File: src/rtl/tod_pkg.sv
package tod_pkg;
  localparam int OP_LSB = 26;
  localparam int OP_W   = 3;
  localparam int EN_BIT = 0;

  localparam logic [OP_W-1:0] OP_NONE = 3'd0;
  localparam logic [OP_W-1:0] OP_SET  = 3'd1;
  localparam logic [OP_W-1:0] OP_INC  = 3'd3;
  localparam logic [OP_W-1:0] OP_DEC  = 3'd4;

  localparam int ADDR_COMP = 0;
  localparam int ADDR_CFG  = 1;
  localparam int ADDR_NS   = 2;
  localparam int ADDR_FRAC = 3;
  localparam int ADDR_SEC  = 4;
  localparam int ADDR_CUR  = 5;
  localparam int ADDR_NXT  = 6;

  typedef struct packed {
    logic ldComp;
    logic ldNs;
    logic ldFrac;
    logic ldSec;
    logic ldCur;
    logic ldNxt;
    logic run;
    logic opSet;
    logic opInc;
    logic opDec;
  } todStrobe_t;
endpackage

File: src/rtl/tod_ctrl.sv
module tod_ctrl
  import tod_pkg::*;
#(
  parameter int ADDR_W = 3,
  parameter int CFG_W  = 32
) (
  input  logic              clk,
  input  logic              rstN,
  input  logic              wrEn,
  input  logic [ADDR_W-1:0] wrAddr,
  input  logic [CFG_W-1:0]  wrCfg,
  output todStrobe_t        strb,
  output logic [CFG_W-1:0]  cfgOut
);
  logic [CFG_W-1:0] cfgQ;
  logic [OP_W-1:0]  opField;
  logic             cfgHit;

  assign opField = cfgQ[OP_LSB +: OP_W];
  assign cfgHit  = wrEn && (wrAddr == ADDR_W'(ADDR_CFG));

  // config register: a write wins, otherwise a pending opcode clears itself
  always_ff @(posedge clk) begin
    if (!rstN) begin
      cfgQ <= '0;
    end else if (cfgHit) begin
      cfgQ <= wrCfg;
    end else if (opField != OP_NONE) begin
      cfgQ[OP_LSB +: OP_W] <= OP_NONE;
    end
  end

  always_comb begin
    strb        = '0;
    strb.run    = cfgQ[EN_BIT];
    strb.opSet  = (opField == OP_SET);
    strb.opInc  = (opField == OP_INC);
    strb.opDec  = (opField == OP_DEC);
    if (wrEn) begin
      case (int'(wrAddr))
        ADDR_COMP: strb.ldComp = 1'b1;
        ADDR_NS:   strb.ldNs   = 1'b1;
        ADDR_FRAC: strb.ldFrac = 1'b1;
        ADDR_SEC:  strb.ldSec  = 1'b1;
        ADDR_CUR:  strb.ldCur  = 1'b1;
        ADDR_NXT:  strb.ldNxt  = 1'b1;
        default:   ;
      endcase
    end
  end

  assign cfgOut = cfgQ;
endmodule

File: src/rtl/tod_norm.sv
module tod_norm #(
  parameter int NS_W       = 32,
  parameter int NS_PER_SEC = 1000000000,
  localparam int RAW_W     = NS_W + 3
) (
  input  logic signed [RAW_W-1:0] nsRaw,
  output logic [NS_W-1:0]         nsFix,
  output logic                    secUp,
  output logic                    secDown
);
  localparam logic signed [RAW_W-1:0] LIM = RAW_W'(NS_PER_SEC);
  logic signed [RAW_W-1:0] adj;

  always_comb begin
    secUp   = (nsRaw >= LIM);
    secDown = (nsRaw < 0);
    if (secUp)        adj = nsRaw - LIM;
    else if (secDown) adj = nsRaw + LIM;
    else              adj = nsRaw;
    nsFix = adj[NS_W-1:0];
  end
endmodule

File: src/rtl/tod_dpath.sv
module tod_dpath
  import tod_pkg::*;
#(
  parameter int NS_W       = 32,
  parameter int FRAC_W     = 32,
  parameter int SEC_W      = 32,
  parameter int BOUND_W    = 64,
  parameter int DATA_W     = 64,
  parameter int NS_PER_SEC = 1000000000,
  localparam int COMP_W    = NS_W + FRAC_W,
  localparam int RAW_W     = NS_W + 3
) (
  input  logic               clk,
  input  logic               rstN,
  input  todStrobe_t         strb,
  input  logic [DATA_W-1:0]  wrData,
  output logic [NS_W-1:0]    nsOut,
  output logic [FRAC_W-1:0]  fracOut,
  output logic [SEC_W-1:0]   secOut,
  output logic [BOUND_W-1:0] curBound,
  output logic [BOUND_W-1:0] nxtBound
);
  localparam logic [BOUND_W-1:0] SEC_SPAN = BOUND_W'(NS_PER_SEC);

  logic [COMP_W-1:0]  compQ;
  logic [NS_W-1:0]    stNs, nsQ;
  logic [FRAC_W-1:0]  stFrac, fracQ;
  logic [SEC_W-1:0]   stSec, secQ;
  logic [BOUND_W-1:0] stCur, stNxt, curQ, nxtQ;

  logic [COMP_W-1:0]      addVal;
  logic [FRAC_W:0]        fracSum;
  logic [NS_W:0]          nsBase;
  logic signed [RAW_W-1:0] offs, nsRaw;
  logic [NS_W-1:0]        nsFix;
  logic                   secUp, secDown;

  // staging and step registers
  always_ff @(posedge clk) begin
    if (!rstN) begin
      compQ  <= '0;
      stNs   <= '0;
      stFrac <= '0;
      stSec  <= '0;
      stCur  <= '0;
      stNxt  <= '0;
    end else begin
      if (strb.ldComp) compQ  <= wrData[COMP_W-1:0];
      if (strb.ldNs)   stNs   <= wrData[NS_W-1:0];
      if (strb.ldFrac) stFrac <= wrData[FRAC_W-1:0];
      if (strb.ldSec)  stSec  <= wrData[SEC_W-1:0];
      if (strb.ldCur)  stCur  <= wrData[BOUND_W-1:0];
      if (strb.ldNxt)  stNxt  <= wrData[BOUND_W-1:0];
    end
  end

  // per-cycle sum with optional offset on top
  always_comb begin
    addVal  = strb.run ? compQ : '0;
    fracSum = {1'b0, fracQ} + {1'b0, addVal[FRAC_W-1:0]};
    nsBase  = {1'b0, nsQ} + {1'b0, addVal[COMP_W-1:FRAC_W]}
            + {{NS_W{1'b0}}, fracSum[FRAC_W]};
    if (strb.opInc)      offs = $signed({3'b000, stNs});
    else if (strb.opDec) offs = -$signed({3'b000, stNs});
    else                 offs = '0;
    nsRaw = $signed({2'b00, nsBase}) + offs;
  end

  tod_norm #(
    .NS_W       (NS_W),
    .NS_PER_SEC (NS_PER_SEC)
  ) u_norm (
    .nsRaw   (nsRaw),
    .nsFix   (nsFix),
    .secUp   (secUp),
    .secDown (secDown)
  );

  // live time and boundary marks
  always_ff @(posedge clk) begin
    if (!rstN) begin
      nsQ   <= '0;
      fracQ <= '0;
      secQ  <= '0;
      curQ  <= '0;
      nxtQ  <= SEC_SPAN;
    end else if (strb.opSet) begin
      nsQ   <= stNs;
      fracQ <= stFrac;
      secQ  <= stSec;
      curQ  <= stCur;
      nxtQ  <= stNxt;
    end else begin
      nsQ   <= nsFix;
      fracQ <= fracSum[FRAC_W-1:0];
      if (secUp) begin
        secQ <= secQ + SEC_W'(1);
        curQ <= nxtQ;
        nxtQ <= nxtQ + SEC_SPAN;
      end else if (secDown) begin
        secQ <= secQ - SEC_W'(1);
        nxtQ <= curQ;
        curQ <= curQ - SEC_SPAN;
      end
    end
  end

  assign nsOut    = nsQ;
  assign fracOut  = fracQ;
  assign secOut   = secQ;
  assign curBound = curQ;
  assign nxtBound = nxtQ;
endmodule

File: src/rtl/tod_counter.sv
module tod_counter
  import tod_pkg::*;
#(
  parameter int NS_W       = 32,
  parameter int FRAC_W     = 32,
  parameter int SEC_W      = 32,
  parameter int BOUND_W    = 64,
  parameter int ADDR_W     = 3,
  parameter int CFG_W      = 32,
  parameter int NS_PER_SEC = 1000000000,
  localparam int DATA_W    = BOUND_W
) (
  input  logic               clk,
  input  logic               rstN,
  input  logic               wrEn,
  input  logic [ADDR_W-1:0]  wrAddr,
  input  logic [DATA_W-1:0]  wrData,
  output logic [NS_W-1:0]    nsOut,
  output logic [FRAC_W-1:0]  fracOut,
  output logic [SEC_W-1:0]   secOut,
  output logic [BOUND_W-1:0] curBound,
  output logic [BOUND_W-1:0] nxtBound,
  output logic [CFG_W-1:0]   cfgOut
);
  todStrobe_t strb;

  tod_ctrl #(
    .ADDR_W (ADDR_W),
    .CFG_W  (CFG_W)
  ) u_ctrl (
    .clk    (clk),
    .rstN   (rstN),
    .wrEn   (wrEn),
    .wrAddr (wrAddr),
    .wrCfg  (wrData[CFG_W-1:0]),
    .strb   (strb),
    .cfgOut (cfgOut)
  );

  tod_dpath #(
    .NS_W       (NS_W),
    .FRAC_W     (FRAC_W),
    .SEC_W      (SEC_W),
    .BOUND_W    (BOUND_W),
    .DATA_W     (DATA_W),
    .NS_PER_SEC (NS_PER_SEC)
  ) u_dpath (
    .clk      (clk),
    .rstN     (rstN),
    .strb     (strb),
    .wrData   (wrData),
    .nsOut    (nsOut),
    .fracOut  (fracOut),
    .secOut   (secOut),
    .curBound (curBound),
    .nxtBound (nxtBound)
  );
endmodule

File: config.mk
export PLATFORM = sky130hd
export DESIGN_NAME = tod_counter
export DESIGN_NICKNAME = d
export VERILOG_FILES = /design/src/rtl/tod_pkg.sv /design/src/rtl/tod_ctrl.sv /design/src/rtl/tod_norm.sv /design/src/rtl/tod_dpath.sv /design/src/rtl/tod_counter.sv
export SDC_FILE = /design/constraint.sdc
export NUM_CORES = 2
export LEC_CHECK = 0
export BUFFER_PORTS_ARGS = -buffer_cell sky130_fd_sc_hd__buf_4
export CORE_ASPECT_RATIO = 0.5
export CORE_MARGIN = 2
export CORE_UTILIZATION = 50
export CTS_CLUSTER_SIZE = 10
export DETAILED_ROUTE_END_ITERATION = 6
export PLACE_DENSITY = 0.77
export RECOVER_POWER = 100
export SLEW_MARGIN = 10
export SYNTH_ARGS = -nofsm -noshare
export SYNTH_HDL_FRONTEND = slang
export SYNTH_HIERARCHICAL = 1
export SYNTH_SLANG_ARGS = --single-unit
File: constraint.sdc
create_clock -name clk -period 22.7 [get_ports clk]
set_input_delay 0 -clock clk [delete_from_list [all_inputs] [get_ports clk]]
set_output_delay 0 -clock clk [all_outputs]
set_load 0.1 [all_outputs]
==> impl_results.md <==
- Status: finished, violations left
- Failing checks: capacitance limit, slew limit
- Final Skew: 61.9 ps
- Maximum clock rate: between 50 and 60 MHz
- Highest net fanout along the worst path: 66
- Critical Path End Type: register
- Core area: between 0.06 and 0.07 mm²
- Antenna Nets Post-Route: 0
- Clock Pin Slew Worst Setup and Hold Paths: 60 ps
- Top cells by area, synth: dfxtp_1 (34%), mux2i_1 (12%), nor2_1 (6.9%)
- Syn Nets: around 4200
- Via density: 6.25
- Detailed Route Iter0 Violations: a little under 4000
- CTS H-tree depth: 2
- Nets@finish: roughly 4500
- Post-Place Cells: 4954
- Crit path required time: 23090 ps
- Max stage delay cell, worst path: clkbuf_1
- Least-Margin Pin Slew: roughly 4000 ps
- Synth top cells by count: nor2_1 (594), dfxtp_1 (544), mux2i_1 (376)
- Final max-slew violation count: 818
- Power Density: roughly 140 mW/mm²
- Cell with the most instances after synthesis: nor2_1
- GPL Wtd Cong: 0.968
- Period utilization: 0.762
- Share of post-route cells with drive strength above 1: 0.0583
- Cell leakage power: 14.1 nW
- Initial antenna violation count: 8
- I/O Pins: ~330
- Synth area leader: dfxtp_1
- Sequential area share after synthesis: 0.338
- Critical setup path kind: register to register
- Starting Density: 0.509
- Final hold vios: 0
- Resize count post-CTS: 0
- Grt ovf: 0
- GRT Resource Usage Total: 0.331
- Vias: approximately 32000
- DIE WIDTH: 363 µm
- Mapped Area: 0.0323 mm²
- Placed cell area: 0.0350 mm²
- Pin count of the biggest net entering global routing: 156
- Post-route setup TNS: 0 ps
- Final Setup Violations: 0
- Area Growth Syn to Fin: 12.4%
- FFs w/ async S/R, synth: 0
- Vias in the first global route: 29600
- Number of distinct library cells after synthesis: 116
- Final Util: 0.572
- CTS tree: yes
- Post-route minimum period: approximately 17000 ps
- Row cnt: 65
- Average size of a mapped cell: 8.04 µm²
- CTS Buffer Depth: 3
- CP peak stage delay: 2120 ps
- Post-route DRC violation count: 0
- First-pass DRT Iterations: 7
- Clk_lat worst skew: between 600 and 700 ps
- RSZ-0062 raised after global routing: no
- Worst EP arrival: 17690 ps
- MaxCap Viol Count: 15
- Die area: 0.0667 mm²
- Yosys top cell area share: 0.338
- Design Power: 5.08 mW
- Post-synthesis instance total: 4014
- CTS Buf Count: 61
- Final-layout fill cell count: between 5000 and 6000
- Fin cells: 5095
- Number of flops mapped to enable cells by yosys: 0
- R2R setup slack: 5410 ps
- Startpoint class of the critical path: register
- Synth Register Bits: 544
- Hold WC Path Type: primary input to register
- Root buffer cell: clkbuf_16
- Number of clock sinks: 544
- Max-slew headroom: -1.66
- Final wirelength: 116 mm
- Design area: 0.0363 mm²
- VDD IR-drop max: between 80 and 90 µV
- Synthesis warning total: 6
- Global-route wire length before repair: 174 mm
- Detailed placer's ending HPWL: 79.1 mm
- Die Y-Extent: 184 µm
- Main flop type after synthesis: dfxtp_1
- I/O Buffers: 325
- WL per Instance: 22.7 µm
-- through the flow --
step                      hold slack [ps]  setup slack (ps)
after floorplan                       142             10500
after global placement                258             10480
after detailed placement              266             10300
after CTS                           0.893             10300
after global routing                 15.9              4660
final                                1.25              5410
-- path summary, 6_finish.rpt --
path | start | end | depth (start not counted)
setup / recovery | u_ctrl/cfgOut[0] | u_dpath/curBound[17] | 47
hold / removal | wrEn | u_dpath/stNxt[4] | 5
setup reg to reg | u_ctrl/cfgOut[0] | u_dpath/curBound[17] | 47
hold reg to reg | u_dpath/stFrac[29] | u_dpath/fracOut[29] | 2
-- cell usage in the layout (no fill, tap or decap), drive strengths merged, types with 6 or more instances in the layout --
cell | Yosys | final
o21a | 24 | 24
nand2b | 26 | 26
clkbuf | 183 | 334
o211ai | 42 | 42
xor2 | 59 | 59
nand2 | 373 | 373
o31ai | 54 | 54
o21ai | 354 | 354
dfxtp | 544 | 544
o211a | 7 | 7
a31oi | 33 | 33
nor2 | 596 | 596
or2 | 6 | 6
a211oi | 35 | 35
a221oi | 10 | 10
nor2b | 17 | 17
o2111ai | 6 | 6
and3 | 23 | 23
mux2i | 376 | 376
nand3 | 65 | 65
ha | 131 | 131
a21boi | 13 | 13
dlygate4sd3 | 0 | 68
a21o | 85 | 85
nand4 | 24 | 24
or3 | 19 | 19
and2 | 81 | 81
o221a | 10 | 10
nor3b | 9 | 9
a211o | 11 | 11
o22ai | 13 | 13
nor4 | 24 | 24
nor3 | 60 | 60
xnor2 | 83 | 83
inv | 85 | 85
o21bai | 24 | 24
buf | 73 | 89
a21oi | 322 | 322
o221ai | 18 | 18
-- final cells by class --
cell class,instances,area (µm²),area share
diodes,4,10.0,0.000276
clock buffers,64,1560,0.0430
clock inverters,5,115,0.00317
inverters,88,333,0.00918
multi-input cells,3126,19900,0.550
flip-flops and latches,544,10900,0.300
well taps,837,1050,0.0289
repair buffers,427,2370,0.0655
-- registers in the layout (all words and copies together), names as in the netlist, 64 cells and up --
register          cells
u_dpath/stCur        64
u_dpath/curBound     64
u_dpath/stNxt        64
u_dpath/nxtBound     64
u_dpath/compQ        64
-- power by group --
group,switching (mW),leakage (nW),internal (mW)
sequential,0.217,4.43,1.10
clock,0.404,0.816,0.493
combinational,2.13,8.85,0.738
total,2.75,14.1,2.33
-- repair_timing --
item / in CTS / in global routing
hold buffers: 68 / 0
endpoints found under the hold margin: 339 / 0
buffers inserted: 0 / 0
-- cell families after synthesis --
group,synth area share
DFF,0.338
xor gates and xnor gates,0.0385
muxes,0.117
buffers and inverters,0.0441
and+or+nand+nor,0.189
AOI/OAI and AO/OA,0.220
adders and majority gates,0.0539
-- per-layer routing --
metal | up-vias | wire length (µm) | track usage | share of wire
met1 | 15200 | 47400 | 0.430 | 0.41
met2 | 1655 | 51500 | 0.524 | 0.44
met4 | 4 | 5570 | 0.163 | 0.048
li1 | 14700 | - | - | -
met5 | - | 24 | 0 | 0.00021
met3 | 338 | 11300 | 0.0714 | 0.098
-- worst max-delay path: cells and delay by family (launching register included) --
family,cells,cell delay (ps)
muxes,1,110
adders and majority gates,4,1220
AOI/OAI and AO/OA,22,6640
DFF,1,1580
and+or+nand+nor,13,2420
buffers and inverters,7,5010
Power figures use the tool's default switching activity.
